**src/rtl/twi_reg_pkg.sv**
```systemverilog
package twi_reg_pkg;
  localparam int SLOT_W    = 5;
  localparam int ADDR_W    = SLOT_W + 2;
  localparam int NUM_SLOTS = 18;
  localparam int LEGAL_BYTES = 2;

  localparam logic [SLOT_W-1:0] SL_CLKDIV = 5'd0;
  localparam logic [SLOT_W-1:0] SL_CTRL   = 5'd1;
  localparam logic [SLOT_W-1:0] SL_SCTL   = 5'd2;
  localparam logic [SLOT_W-1:0] SL_SSTAT  = 5'd3;
  localparam logic [SLOT_W-1:0] SL_SADDR  = 5'd4;
  localparam logic [SLOT_W-1:0] SL_MCTL   = 5'd5;
  localparam logic [SLOT_W-1:0] SL_MSTAT  = 5'd6;
  localparam logic [SLOT_W-1:0] SL_MADDR  = 5'd7;
  localparam logic [SLOT_W-1:0] SL_ISTAT  = 5'd8;
  localparam logic [SLOT_W-1:0] SL_IMASK  = 5'd9;
  localparam logic [SLOT_W-1:0] SL_FCTL   = 5'd10;
  localparam logic [SLOT_W-1:0] SL_FSTAT  = 5'd11;
  localparam logic [SLOT_W-1:0] SL_RSV0   = 5'd12;
  localparam logic [SLOT_W-1:0] SL_RSV1   = 5'd13;
  localparam logic [SLOT_W-1:0] SL_TX8    = 5'd14;
  localparam logic [SLOT_W-1:0] SL_TX16   = 5'd15;
  localparam logic [SLOT_W-1:0] SL_RX8    = 5'd16;
  localparam logic [SLOT_W-1:0] SL_RX16   = 5'd17;

  localparam int N_PLAIN = 8;
  localparam logic [SLOT_W-1:0] PLAIN_SLOT [N_PLAIN] = '{
    SL_CLKDIV, SL_CTRL, SL_SCTL, SL_SADDR, SL_MCTL, SL_MADDR, SL_IMASK, SL_FCTL
  };

  // master status sticky error bits
  localparam int MS_BUF_WR_ERR = 0;
  localparam int MS_BUF_RD_ERR = 1;
  localparam int MS_DATA_NAK   = 2;
  localparam int MS_ADDR_NAK   = 3;
  localparam int MS_LOST_ARB   = 4;
  localparam int MS_STICKY_W   = 5;
endpackage

```
**src/rtl/twi_addr_dec.sv**
```systemverilog
module twi_addr_dec
  import twi_reg_pkg::*;
#(
  parameter int SW = 3
) (
  input  logic [ADDR_W-1:0] addr_i,
  input  logic [SW-1:0]     size_i,
  output logic              size_ok_o,
  output logic              hit_o,
  output logic [SLOT_W-1:0] slot_o
);
  logic aligned, in_range, reserved;

  always_comb begin
    slot_o    = addr_i[ADDR_W-1:2];
    size_ok_o = (size_i == SW'(LEGAL_BYTES));
    aligned   = (addr_i[1:0] == 2'b00);
    in_range  = (slot_o < SLOT_W'(NUM_SLOTS));
    reserved  = (slot_o == SL_RSV0) || (slot_o == SL_RSV1);
    hit_o     = aligned && in_range && !reserved;
  end
endmodule

```
**src/rtl/twi_rw_reg.sv**
```systemverilog
module twi_rw_reg #(
  parameter int W = 16
) (
  input  logic         clk_i,
  input  logic         rst_ni,
  input  logic         we_i,
  input  logic [W-1:0] d_i,
  output logic [W-1:0] q_o
);
  always_ff @(posedge clk_i or negedge rst_ni) begin
    if (!rst_ni)   q_o <= '0;
    else if (we_i) q_o <= d_i;
  end
endmodule

```
**src/rtl/twi_w1c_reg.sv**
```systemverilog
module twi_w1c_reg #(
  parameter int W = 16
) (
  input  logic         clk_i,
  input  logic         rst_ni,
  input  logic [W-1:0] set_i,
  input  logic         clr_we_i,
  input  logic [W-1:0] clr_data_i,
  output logic [W-1:0] q_o
);
  logic [W-1:0] clr_mask;

  assign clr_mask = clr_we_i ? clr_data_i : '0;

  // set applied after clear so a colliding event survives
  always_ff @(posedge clk_i or negedge rst_ni) begin
    if (!rst_ni) q_o <= '0;
    else         q_o <= (q_o & ~clr_mask) | set_i;
  end

  AST_SET_WINS: assert property (@(posedge clk_i) disable iff (!rst_ni)
    (|set_i) |=> ((q_o & $past(set_i)) == $past(set_i)));
  AST_HOLD_IDLE: assert property (@(posedge clk_i) disable iff (!rst_ni)
    (!clr_we_i && set_i == '0) |=> $stable(q_o));
  AST_ZERO_KEEPS: assert property (@(posedge clk_i) disable iff (!rst_ni)
    (clr_we_i && set_i == '0) |=> ((q_o & ~$past(clr_data_i)) == ($past(q_o) & ~$past(clr_data_i))));
endmodule

```
**src/rtl/twi_reg_bank.sv**
```systemverilog
module twi_reg_bank
  import twi_reg_pkg::*;
#(
  parameter int DW = 16,
  parameter int SW = 3
) (
  input  logic              clk_i,
  input  logic              rst_ni,
  input  logic [ADDR_W-1:0] addr_i,
  input  logic              wr_i,
  input  logic              rd_i,
  input  logic [SW-1:0]     size_i,
  input  logic [DW-1:0]     wdata_i,
  output logic [DW-1:0]     rdata_o,
  output logic              err_size_o,
  output logic              err_map_o,
  input  logic [DW-1:0]     irq_evt_i,
  input  logic [MS_STICKY_W-1:0] mst_evt_i,
  input  logic [DW-MS_STICKY_W-1:0] mst_live_i,
  input  logic [DW-1:0]     slv_stat_i,
  input  logic [DW-1:0]     fifo_stat_i,
  output logic [DW-1:0]     tx_data_o,
  output logic              tx_push_o,
  input  logic [DW-1:0]     rx_data_i,
  output logic              rx_pop_o
);
  localparam logic [ADDR_W-1:0] OFS_TX8 = {SL_TX8, 2'b00};
  localparam logic [ADDR_W-1:0] OFS_RX8 = {SL_RX8, 2'b00};

  logic              size_ok, hit, acc, wr_ok, rd_ok;
  logic [SLOT_W-1:0] slot;
  logic [DW-1:0]     plain_q [N_PLAIN];
  logic [MS_STICKY_W-1:0] mst_q;
  logic [DW-1:0]     irq_q;
  logic [DW-1:0]     rd_val;
  logic              is_tx, is_rx, push_d, pop_d;

  twi_addr_dec #(.SW(SW)) u_dec (
    .addr_i   (addr_i),
    .size_i   (size_i),
    .size_ok_o(size_ok),
    .hit_o    (hit),
    .slot_o   (slot)
  );

  assign acc   = wr_i | rd_i;
  assign wr_ok = wr_i & size_ok & hit;
  assign rd_ok = rd_i & size_ok & hit;
  assign is_tx = (slot == SL_TX8) || (slot == SL_TX16);
  assign is_rx = (slot == SL_RX8) || (slot == SL_RX16);
  assign push_d = wr_ok & is_tx;
  assign pop_d  = rd_ok & is_rx;

  for (genvar g = 0; g < N_PLAIN; g++) begin : g_plain
    twi_rw_reg #(.W(DW)) u_reg (
      .clk_i (clk_i),
      .rst_ni(rst_ni),
      .we_i  (wr_ok && slot == PLAIN_SLOT[g]),
      .d_i   (wdata_i),
      .q_o   (plain_q[g])
    );
  end

  twi_w1c_reg #(.W(MS_STICKY_W)) u_mst (
    .clk_i     (clk_i),
    .rst_ni    (rst_ni),
    .set_i     (mst_evt_i),
    .clr_we_i  (wr_ok && slot == SL_MSTAT),
    .clr_data_i(wdata_i[MS_STICKY_W-1:0]),
    .q_o       (mst_q)
  );

  twi_w1c_reg #(.W(DW)) u_irq (
    .clk_i     (clk_i),
    .rst_ni    (rst_ni),
    .set_i     (irq_evt_i),
    .clr_we_i  (wr_ok && slot == SL_ISTAT),
    .clr_data_i(wdata_i),
    .q_o       (irq_q)
  );

  always_comb begin
    rd_val = '0;
    for (int g = 0; g < N_PLAIN; g++) begin
      if (slot == PLAIN_SLOT[g]) rd_val = plain_q[g];
    end
    case (slot)
      SL_SSTAT:        rd_val = slv_stat_i;
      SL_FSTAT:        rd_val = fifo_stat_i;
      SL_MSTAT:        rd_val = {mst_live_i, mst_q};
      SL_ISTAT:        rd_val = irq_q;
      SL_RX8, SL_RX16: rd_val = rx_data_i;
      default: ;
    endcase
  end

  always_ff @(posedge clk_i or negedge rst_ni) begin
    if (!rst_ni) begin
      rdata_o    <= '0;
      err_size_o <= 1'b0;
      err_map_o  <= 1'b0;
      tx_data_o  <= '0;
      tx_push_o  <= 1'b0;
      rx_pop_o   <= 1'b0;
    end else begin
      rdata_o    <= rd_ok ? rd_val : '0;
      err_size_o <= acc & ~size_ok;
      err_map_o  <= acc & size_ok & ~hit;
      tx_push_o  <= push_d;
      rx_pop_o   <= pop_d;
      if (push_d) tx_data_o <= wdata_i;
    end
  end

  AST_ERR_EXCL: assert property (@(posedge clk_i) disable iff (!rst_ni)
    $onehot0({err_size_o, err_map_o}));
  AST_SIZE_PRIO: assert property (@(posedge clk_i) disable iff (!rst_ni)
    (acc && size_i != SW'(LEGAL_BYTES)) |=> (err_size_o && !err_map_o && rdata_o == '0));
  AST_BAD_SIZE_NO_PUSH: assert property (@(posedge clk_i) disable iff (!rst_ni)
    (wr_i && size_i != SW'(LEGAL_BYTES)) |=> (!tx_push_o && $stable(tx_data_o)));
  AST_UNMAP_ZERO: assert property (@(posedge clk_i) disable iff (!rst_ni)
    err_map_o |-> (rdata_o == '0));
  AST_TX_LOAD: assert property (@(posedge clk_i) disable iff (!rst_ni)
    (wr_i && size_i == SW'(LEGAL_BYTES) && addr_i == OFS_TX8) |=> (tx_push_o && tx_data_o == $past(wdata_i)));
  AST_TX_RD_ZERO: assert property (@(posedge clk_i) disable iff (!rst_ni)
    (rd_i && !wr_i && size_i == SW'(LEGAL_BYTES) && addr_i == OFS_TX8) |=> (rdata_o == '0));
  AST_RX_POP: assert property (@(posedge clk_i) disable iff (!rst_ni)
    (rd_i && size_i == SW'(LEGAL_BYTES) && addr_i == OFS_RX8) |=> (rx_pop_o && rdata_o == $past(rx_data_i)));
  AST_IDLE_RDATA: assert property (@(posedge clk_i) disable iff (!rst_ni)
    !rd_i |=> (rdata_o == '0));
endmodule

```
**config.mk**
```make
export PLATFORM = sky130hd
export DESIGN_NAME = twi_reg_bank
export DESIGN_NICKNAME = d
export VERILOG_FILES = /design/src/rtl/twi_reg_pkg.sv /design/src/rtl/twi_addr_dec.sv /design/src/rtl/twi_rw_reg.sv /design/src/rtl/twi_w1c_reg.sv /design/src/rtl/twi_reg_bank.sv
export SDC_FILE = /design/constraint.sdc
export NUM_CORES = 1
export LEC_CHECK = 0
export CAP_MARGIN = 20
export CORE_MARGIN = 3
export CORE_UTILIZATION = 35
export DETAILED_ROUTE_END_ITERATION = 8
export PLACE_DENSITY = 0.66
export SLEW_MARGIN = 15
export SYNTH_ARGS = -nofsm -noshare
export SYNTH_HDL_FRONTEND = slang
export SYNTH_SLANG_ARGS = --single-unit
```
**constraint.sdc**
```tcl
create_clock -name clk_i -period 1.45 [get_ports clk_i]
set_clock_uncertainty 0.2 [all_clocks]
set_input_delay 0.29 -clock clk_i [delete_from_list [all_inputs] [get_ports clk_i]]
set_output_delay 0.29 -clock clk_i [all_outputs]
set_load 0.02 [all_outputs]
```
==> run metrics <==
status=finished, violations left; failing checks=negative setup slack; worst hold path type=in2reg; Clk pwr share=41.2%; final setup margin=-0.416 ns; top cell type's share of synthesized area=between 50% and 60%; final hold vios=0; Async SR Flop Fraction=100%; sequential share of the synthesized area=between 50 and 60%; Final Cell Area=approximately 15000 sq um; Area Overhead vs Synth=60.2%; standard-cell rows=between 50 and 60; post-synthesis cell area=9260 sq um; Finished Layout Cells=roughly 1400; DIE AREA=around 28000 sq um; Post-synth top flop=dfrtp_1; final core utilization=around 58%; Num CTS Buffers=17; crit path DAT=2.01 ns; Post-Synthesis Cells=800; GRT Util Overall=23.5%; vias in the first global route=around 8600; Filler Cell Count=~2000; Crit. End Element=flop; 1st-iter DRT viols=approximately 900; post-layout min period=approximately 1.9 ns; worst slew pin tran=approximately 0.46 ns; CTS tree=done; Vias=8585; Post-DP Area=12300 sq um; first-pass GRT wire length=between 50000 and 60000 um; Routed Antenna Nets=0; average cell area after synthesis=around 12 sq um; nets=around 1200; # DRC=0; total power=approximately 12 mW; fmax=between 500 and 600 MHz; crit share post-route=129%; Clock transition at path regs=about 0.080 ns; final setup violation count=212; Post-synth EDFFs=0; largest net degree at the start of global routing=between 40 and 50; Int Pwr=around 8.8 mW; NetSw=3.39 mW; Hold WS=0.00558 ns; Pleak=6.64 nW; Flop pwr share=a little over two fifths; share of cells above drive strength 1=51.3%; die height=169 um; IO Count=146; placed insts=about 1300; Crit path required time=about 1.6 ns; CTS Sinks=between 150 and 200; Core ar.=around 26000 sq um; Port Buf Inserts=about 150; unrepaired setup endpoints after global routing=true; Worst-Skew Late Latency=0.45 ns; P per Cell Area=just over 800 nW/um^2; maximum vdd drop=0.750 mV; Switching Fraction=approximately 28%; synth top area cells=dfrtp_1 50%, mux2_2 15%, mux2_4 3.2%, a32oi_1 2.6%, a21oi_1 2.5%; Clock Root Buffer=clkbuf_16; # H-tree levels=4; Post-Route WL=between 30000 and 40000 um; Netlist cell types=58; antenna violations before repair=0; Initial Utilization=between 30% and 40%; flops & latches, synth=around 190; Slew Limit Fails=0; Slew headroom=68.8%; antenna fix cells=0; Max-cap violations=0; clk buf depth=2; leading area contributor after synthesis=dfrtp_1; setup tns final=-52.98 ns; pre-CTS WS=-1.25 ns; post-synth net total=between 900 and 1000; DR vias/cell=around 6; yosys warns=0; Comb pwr share=between 10% and 20%; Die X=between 150 and 200 um; startpoint types=input port; global placement routability congestion=around 0.93; worst-path fanout max=8; Final HPWL DP=between 20000 and 25000 um; GRT Residual Overflow=0; Crit Path Category=in2reg; Avg WL per Cell=25.0 um; router iterations before antenna repair=6
-- state kept, by name, summed over array words and instances, names as in the netlist --
register,count
g_plain.u_reg.q_o,128
rdata_o,16
tx_data_o,16
u_irq.q_o,16
u_mst.q_o,5
err_map_o,1
err_size_o,1
rx_pop_o,1
tx_push_o,1
-- cells in the mapped netlist (all sizes together), types with 2 or more instances --
cell type  instances
nor3b              3
nor3              19
nor2              16
nand2             40
and4               2
o32a               2
mux2i             16
o21ai             47
a21oi             47
dfrtp            185
or2                2
o32ai              5
nand3             15
a32oi             28
mux2             144
clkbuf            41
a211oi            23
a221oi            11
nand2b             4
a311oi             3
a22oi             15
nor4               3
and2               2
or3                4
a21o              23
o22ai             21
inv                6
nand4              5
a22o               3
a2bb2oi            4
nor2b              8
buf               41
-- logic make-up after synthesis --
family          Yosys count  share of synthesized area (%)
compound gates          239                           17.5
buf+inv                  88                           4.43
flops                   185                           50.0
mux                     160                           20.1
simple gates            128                           8.02
-- layer usage --
metal	track usage, %	vias up	wire length [um]	share of wire (%)
met5	0	-	0	0
met4	7.47	0	1250	3.5
met3	5.11	109	3500	9.7
met2	37.2	512	17000	47
met1	32.5	4348	14200	40
li1	-	3616	-	-
-- cells in the final DEF, fill, tap and decap left out, types with 8 or more instances in the layout --
cell type,n
o21ai_0,30
buf_16,8
a211oi_2,12
nand2_1,26
a21o_1,23
mux2i_1,16
clkbuf_16,19
a21oi_2,8
dfrtp_1,185
mux2_4,39
buf_12,42
o22ai_1,13
a32oi_1,21
buf_4,119
nor2_1,10
a22oi_1,13
clkdlybuf4s50_1,97
o21ai_1,13
buf_6,76
mux2_2,105
a21oi_1,38
a211oi_1,8
nand2_2,8
-- worst paths after layout --
check	startpoint	end	slack (ns)	cells past startpoint
max reg2reg	u_irq.q_o[13]	rdata_o[13]	-0.05	4
max in group asynchronous	rst_ni	g_plain[0].u_reg.q_o[7]	0.38	3
max	addr_i[6]	u_irq.q_o[15]	-0.42	12
min	size_i[1]	err_map_o	0.006	3
min in group asynchronous	rst_ni	g_plain[0].u_reg.q_o[0]	0.12	2
min reg2reg	u_irq.q_o[2]	u_irq.q_o[2]	0.28	1
-- critical path, cell delays in order --
cell and delay (ns):
buf_6 0.10, buf_6 0.12, buf_12 0.13, buf_8 0.11, nor3b_4 0.20, buf_4 0.15, nand4_1 0.16, nor3_4 0.19
buf_12 0.16, buf_12 0.14, nand2_1 0.06, a21o_1 0.17
-- power groups by stage --
stage	clock (mW)	sequential (mW)	combinational [mW]
final	5.03	5.23	1.97
after global routing	5.26	5.23	2.05
after detailed placement	0	5.32	1.49
after floorplan	0	5.34	0.577
after CTS	5.02	5.22	1.70
after global placement	0	5.32	1.48
-- layout make-up --
type / count / area [sq um] / area share [%]
Sequential cell: 185 / 4630 / 31.2
Clock buffer: 17 / 425 / 2.87
Timing Repair Buffer: 362 / 4030 / 27.2
Inverter: 6 / 22.5 / 0.152
Tap cell: 330 / 413 / 2.78
Clock inverter: 15 / 203 / 1.37
Multi-Input combinational cell: 527 / 5110 / 34.4
-- what timing repair did --
| action | CTS | global route |
|---|---|---|
| hold endpoints to repair | 186 | 0 |
| hold buffers | 2 | 0 |
| endpoints found under the setup margin | 220 | 218 |
| resized for setup | 369 | 136 |
| gates cloned | 12 | 3 |
| setup buffers | 29 | 32 |
| pin swaps | 37 | 53 |
No activity file was read; power rests on OpenSTA's default activity.
